[config.mk]
export PLATFORM = sky130hd
export DESIGN_NAME = imu_burst_reader
export DESIGN_NICKNAME = d
export VERILOG_FILES = /design/src/rtl/imu_burst_reader.sv
export SDC_FILE = /design/constraint.sdc
export NUM_CORES = 1
export LEC_CHECK = 0
export BUFFER_PORTS_ARGS = -buffer_cell sky130_fd_sc_hd__buf_2
export CAP_MARGIN = 10
export CELL_PAD_IN_SITES_DETAIL_PLACEMENT = 1
export CELL_PAD_IN_SITES_GLOBAL_PLACEMENT = 1
export CORE_MARGIN = 2
export CORE_UTILIZATION = 39
export DETAILED_ROUTE_END_ITERATION = 7
export PLACE_DENSITY_LB_ADDON = 0.25
export SLEW_MARGIN = 20
export SYNTH_ARGS = -nofsm -noshare
export SYNTH_HDL_FRONTEND = slang
export SYNTH_SLANG_ARGS = --single-unit
[constraint.sdc]
create_clock -name clk -period 9.9 [get_ports clk]
set_clock_uncertainty 0.1 [all_clocks]
set_input_delay 0.99 -clock clk [delete_from_list [all_inputs] [get_ports clk]]
set_output_delay 0.99 -clock clk [all_outputs]
set_load 0.005 [all_outputs]
[src/rtl/imu_burst_reader.sv]
module imu_burst_reader #(
  parameter int          CLK_DIV     = 50,
  parameter int          DATA_WORDS  = 15,
  parameter int          FAULT_LIMIT = 5,
  parameter logic [15:0] CMD_WORD    = 16'h6800
) (
  input  logic                      clk,
  input  logic                      rst_n,
  input  logic                      drdy,
  output logic                      sclk,
  output logic                      cs_n,
  output logic                      mosi,
  input  logic                      miso,
  output logic                      frame_done,
  output logic                      frame_ok,
  output logic [16*DATA_WORDS-1:0]  frame_data,
  output logic                      sensor_rst_req,
  output logic [15:0]               rx_count,
  output logic [15:0]               err_count
);
  localparam int NW  = DATA_WORDS + 2;
  localparam int WW  = $clog2(NW + 1);
  localparam int DVW = $clog2(CLK_DIV + 1);
  localparam int SW  = $clog2(FAULT_LIMIT + 1);
  localparam int FW  = 16 * DATA_WORDS;

  typedef enum logic [1:0] {IDLE, SHIFT, TAIL} st_t;

  st_t              st;
  logic [2:0]       dr_q;
  logic [DVW-1:0]   div_cnt;
  logic [3:0]       bit_cnt;
  logic [WW-1:0]    word_cnt;
  logic [WW-1:0]    slot;
  logic [15:0]      tx_sh;
  logic [14:0]      rx_sh;
  logic [FW-1:0]    fbuf;
  logic [15:0]      sum;
  logic [15:0]      chk_rx;
  logic [SW-1:0]    sus;

  wire        tick    = div_cnt == DVW'(CLK_DIV - 1);
  wire [15:0] rx_word = {rx_sh, miso};
  wire        mism    = sum != chk_rx;
  wire        suspect = mism | (sum == 16'h0) | (chk_rx == 16'h0);

  assign slot           = word_cnt - WW'(1);
  assign mosi           = tx_sh[15];
  assign sensor_rst_req = sus == SW'(FAULT_LIMIT);

  always_ff @(posedge clk) begin
    if (!rst_n) begin
      st         <= IDLE;
      dr_q       <= '0;
      div_cnt    <= '0;
      bit_cnt    <= '0;
      word_cnt   <= '0;
      tx_sh      <= '0;
      rx_sh      <= '0;
      fbuf       <= '0;
      sum        <= '0;
      chk_rx     <= '0;
      sus        <= '0;
      sclk       <= 1'b1;
      cs_n       <= 1'b1;
      frame_done <= 1'b0;
      frame_ok   <= 1'b0;
      frame_data <= '0;
      rx_count   <= '0;
      err_count  <= '0;
    end else begin
      frame_done <= 1'b0;
      dr_q       <= {dr_q[1:0], drdy};
      case (st)
        IDLE: begin
          if (dr_q[1] && !dr_q[2]) begin
            st       <= SHIFT;
            cs_n     <= 1'b0;
            div_cnt  <= '0;
            bit_cnt  <= '0;
            word_cnt <= '0;
            sum      <= '0;
          end
        end
        SHIFT: begin
          div_cnt <= tick ? '0 : div_cnt + DVW'(1);
          if (tick) begin
            sclk <= ~sclk;
            if (sclk) begin
              if (bit_cnt == 4'd0)
                tx_sh <= (word_cnt == '0) ? CMD_WORD : 16'h0;
              else
                tx_sh <= {tx_sh[14:0], 1'b0};
            end else begin
              rx_sh   <= rx_word[14:0];
              bit_cnt <= bit_cnt + 4'd1;
              if (bit_cnt == 4'd15) begin
                word_cnt <= word_cnt + WW'(1);
                if (word_cnt != '0 && word_cnt <= WW'(DATA_WORDS)) begin
                  fbuf[slot*16 +: 16] <= rx_word;
                  sum <= sum + 16'(rx_word[15:8]) + 16'(rx_word[7:0]);
                end
                if (word_cnt == WW'(NW - 1)) begin
                  chk_rx <= rx_word;
                  st     <= TAIL;
                end
              end
            end
          end
        end
        TAIL: begin
          div_cnt <= tick ? '0 : div_cnt + DVW'(1);
          if (tick) begin
            st         <= IDLE;
            cs_n       <= 1'b1;
            frame_done <= 1'b1;
            frame_ok   <= !mism;
            frame_data <= mism ? FW'(1) : fbuf;
            rx_count   <= rx_count + 16'd1;
            if (mism) err_count <= err_count + 16'd1;
            if (suspect) sus <= sensor_rst_req ? sus : sus + SW'(1);
            else         sus <= '0;
          end
        end
        default: st <= IDLE;
      endcase
    end
  end
endmodule

## Word-level counts from Yosys, hierarchy flattened

Index checks and enable logic that the tools add are counted.

| operators by class | value |
|---|---|
| order comparisons | 1 |
| eq/ne operators | 15 |
| shift-type cells | 2 |
| add/subtract/negate cells | 10 |
| muxes and demuxes | 35 |
| bitwise logic cells | 3 |
| reductions and logical operators | 29 |

Operator list:

| cell | count |
|---|---|
| 240-bit bitwise mux | 1 |
| 240-bit two-way mux | 1 |
| 16-bit by 34-bit variable shift with 240-bit output (first input constant) | 1 |
| 16-bit by 34-bit indexed part select with 240-bit output | 1 |
| 16-bit two-way mux | 6 |
| 9-bit negation with 34-bit output | 1 |
| 16-bit by 1-bit adder with 16-bit output (second input constant) | 2 |
| 16-bit by 8-bit adder with 16-bit output | 2 |
| 16-bit zero test | 2 |
| 16-bit one-hot mux with 2 select lines | 1 |
| 5-bit two-way mux | 4 |
| 16-bit != test | 1 |
| 2-bit != test (second input constant) | 8 |
| 15-bit two-way mux | 1 |
| 3-bit AND reduction | 5 |
| 5-bit AND reduction | 3 |
| 2-bit two-way mux | 6 |
| 4-bit two-way mux | 3 |
| 6-bit two-way mux | 2 |
| 6-bit one-hot mux with 2 select lines | 1 |
| 6-bit AND reduction | 2 |
| 5-bit one-hot mux with 2 select lines | 1 |
| 4-bit one-hot mux with 2 select lines | 1 |
| 2-bit AND reduction | 4 |
| other kinds (27) | 35 |

| storage, ports and cells | value |
|---|---|
| output and inout bits | 278 |
| input bits | 4 |
| flip-flop bits (word level) | 602 |
| logic and storage cells | 113 |

## Logic depth before layout (Yosys ltp)

| logic depth | value |
|---|---|
| depth after elaboration | 7 |
| depth in mapped cells | 12 |
| mapped depth without buffers | 10 |

## Least setup slack after synthesis

OpenSTA, ideal clock, no wires.

| timing | value |
|---|---|
| path type | reg2reg |
| from | reg word_cnt[0] |
| to | reg fbuf[166] |
| cell stages (with the launch flop) | 10 |
| slack | 6.588 ns |
| required time | 9.674 ns |
| buffers on the path | 2 |
| clock period less this slack | 3.312 ns |
| setup time | 0.126 ns |
| arrival | 3.086 ns |
| cell sequence | dfxtp_1 -> clkbuf_1 -> inv_1 -> ha_1 -> xnor2_1 -> a31oi_1 -> xnor2_1 -> nand4_2 -> buf_2 -> mux2i_1 |

| between the ends | value |
|---|---|
| cells in the longest elaborated chain, start to end | 4 |
| elaborated cells between the ends (all ways) | 9 |
| classes of those cells | 2 x add/sub; 1 x order compare; 2 x shift; 1 x mux; 3 x reduce/logical |

RTL lines:

| what | RTL line | text |
|---|---|---|
| from (decl) | 33 | `logic [WW-1:0] word_cnt;` |
| from (signal assigned) | 98 | `word_cnt <= word_cnt + WW'(1);` |
| 5-bit by 1-bit subtractor with 5-bit output | 47 | `assign slot = word_cnt - WW'(1);` |
| 9-bit negation with 34-bit output | 100 | `fbuf[slot*16 +: 16] <= rx_word;` |
| 16-bit by 34-bit indexed part select with 240-bit output / 16-bit by 34-bit variable shift with 240-bit output (equally long branches) | 100 |  |
| 240-bit bitwise mux | 100 |  |
| to (signal, indexed assignment) | 100 |  |
| to (decl) | 37 | `logic [FW-1:0] fbuf;` |

Several ways; a longest one is shown, not always the timed one.
A chain may end at the register's enable or synchronous reset.

## Final worst setup path

| timing | value |
|---|---|
| from | reg word_cnt[0] |
| to | reg fbuf[9] |

The elaborated chain is that of the path after synthesis.

==> flow_metrics.tcl <==
set metrics [dict create \
    gp_congestion 0.843 \
    core_area_um2 61400 \
    ys_ff_latch 591 \
    grt_usage_pct 24.4 \
    drc_errors 0 \
    syn_area_per_cell_um2 8.73 \
    min_path_type "reg2reg" \
    syn_inst 2760 \
    clk_latency_ns 0.61 \
    finalSetupViolations 0 \
    synth_area_leaders "dfxtp_1, mux2i_1, nand2_1, nand3_1, a21oi_1" \
    first_global_vias 21300 \
    fin_crit_sh_pct 46.2 \
    clock_sinks 591 \
    cts_resized 0 \
    crit_path_end_kind "flip-flop" \
    drt_iter0_drc 1205 \
    synth_most_common_cell "nand2_1" \
    critPathMaxFanout 38 \
    h-tree-depth 3 \
    port_buffers 281 \
    required_ns 10.32 \
    timing.slew.headroom_pct 22.7 \
    path_class "reg2reg" \
    worstPathCellList "inv_1 > ha_1 > xnor2_1 > xnor2_2 > buf_4 > nand4b_1 > nor3_4 > mux2i_1" \
    async_flop_share_pct 0 \
    tightest_slew_ns 1.14 \
    cts_setup_buffers 0 \
    area_delta_synth_final_pct 17.4 \
    clkTransAtPathRegs_ns 0.06 \
    dp_hpwl_um 49600 \
    placed_cells 3629 \
    p_leak_nw 11.7 \
    synth_top_area_share_pct 49.1 \
    cp-start-kind "flip-flop" \
    drive_gt1_share_pct 15.8 \
    die_y_um 253 \
    combPwrFrac_pct 1.9 \
    fin_nets 2949 \
    p_int_mw 4.00 \
    die_w_um 253 \
    synth-edff-count 0 \
    io_pins 282 \
    cts_root_buffer "clkbuf_16" \
    cts_hold_buf 0 \
    clockBufferDepth 3 \
    rsz0062_at_grt "no" \
    netlist_top_cells_count "nand2_1, dfxtp_1, nand3_1, a21oi_1, mux2i_1" \
    fin_cells 3751 \
    viasPerCell 5.53 \
    wl_per_cell_um 21.2 \
    antenna_found_initial 1 \
    power.density_nw_per_um2 180 \
    dr.pass1.iters 5 \
    outcome "complete, no violations" \
    fin_util_pct 46.1 \
    fp-row-count 91 \
    start_util_pct 39.3 \
    syn_nets 2800 \
    critical_path_arrival_ns 4.99 \
    worst_path_max_delay_cell "xnor2_2" \
    syn_area_um2 24100 \
    placed_area_um2 25900 \
    yosysUniqueCellTypes 68 \
    synth_sequential_area_ratio_pct 49.1 \
    hold_viol_final 0 \
    sequentialPowerShare_pct 46.7 \
    p_sw_mw 1.11 \
    switching_share_pct 21.7 \
    grt_overflow_total 0 \
    max-vdd-ir-drop_uv 127 \
    die-area_um2 63800 \
    ys_warn_count 0 \
    cts_buffers 67 \
    fin_crit_ns 4.57 \
    vias 20700 \
    cts_tree "yes" \
    ant_nets 0 \
    tns_ns 0 \
    grt_max_degree 134 \
    grt_pass1_wl_um 123000 \
    hold_ws_ns 0.343 \
    pwr-share-clk_pct 51.4 \
    yosys.area.top_type "dfxtp_1" \
    design_area_um2 28300 \
    fmax_mhz 219 \
    cap_violations 0 \
    drv_slew 0 \
    max_stage_delay_ns 0.90 \
    routed_wirelength_um 79700 \
    ys_dominant_reg_cell "dfxtp_1" \
]
## worst max-delay path: cells and delay by family, from the launching register on
kind / cells / cell delay [ns]
xor gates and xnor gates: 2 / 1.20
DFF: 1 / 0.62
and+or+nand+nor: 2 / 1.08
muxes: 1 / 0.31
adders and majority gates: 1 / 0.34
buffers and inverters: 2 / 0.80
## routing by layer
metal / routed length, µm / vias to the layer above / track usage (%)
li1: - / 9804 / -
met1: 35600 / 10300 / 31.9
met2: 37700 / 486 / 40.5
met3: 3800 / 138 / 3.87
met4: 2510 / 0 / 9.43
met5: 0 / - / 0
## layout make-up
class	instances	area, µm²
antenna	1	2.50
clock buffer	99	2020
clock inverter	21	314
fill	7112	33100
inverter	21	86.3
multi-input combinational	1909	11300
sequential	591	11800
tap	790	988
timing repair buffer	319	1730
## placed cells by master, fill, tap and decap left out, types with 12 or more instances in the layout
master	instances
a21oi_1	278
and3_1	15
buf_2	280
buf_4	32
clkbuf_1	13
clkbuf_16	70
clkbuf_8	16
dfxtp_1	589
ha_1	27
inv_1	19
mux2i_1	277
nand2_1	601
nand2b_1	14
nand3_1	360
nand4_1	31
nor2_1	69
nor4_1	18
o21ai_0	21
xnor2_1	12
xor2_1	26
## registers in the layout, indices dropped and copies added (netlist names), 2 cells and up
name        flops
bit_cnt         4
chk_rx         16
div_cnt         6
dr_q            3
err_count      16
fbuf          240
frame_data    240
rx_count       16
rx_sh          15
st              2
sum            16
sus             3
tx_sh           5
word_cnt        5
## logic make-up (layout without fill, tap and decap cells)
logic type                 count (synthesis)  in the layout  synth area share [%]
AOI/OAI and AO/OA                        369            369                  8.58
xor gates and xnor gates                  42             42                  1.56
adders and majority gates                 36             36                  2.15
buffers and inverters                    260            460                  4.32
DFF                                      591            591                  49.1
muxes                                    279            279                  11.6
other                                      0              1                     0
and+or+nand+nor                         1183           1183                  22.7
## power groups by stage
stage	Sequential (mW)	Combinational (mW)	Clock, mW
floorplan	2.43	0.0708	0
global placement	2.43	0.0961	0
detailed placement	2.43	0.0989	0
CTS	2.38	0.0994	2.67
global route	2.38	0.107	2.77
finish	2.38	0.0987	2.62
## through the flow
stage | setup WS, ns | power [mW]
2_1_floorplan | 6.59 | 2.51
3_3_place_gp | 5.58 | 2.53
3_5_place_dp | 5.40 | 2.53
4_1_cts | 5.32 | 5.15
5_1_grt | 5.05 | 5.26
6_report | 5.33 | 5.10
## path summary, 6_finish.rpt
check,start,end,slack [ns],cells after the start
setup reg to reg,word_cnt[0],fbuf[9],5.33,8
hold / removal,dr_q[0],dr_q[1],0.34,1
setup / recovery,word_cnt[0],fbuf[9],5.33,8
hold reg to reg,dr_q[0],dr_q[1],0.34,1
(Power assumes the default switching activity.)
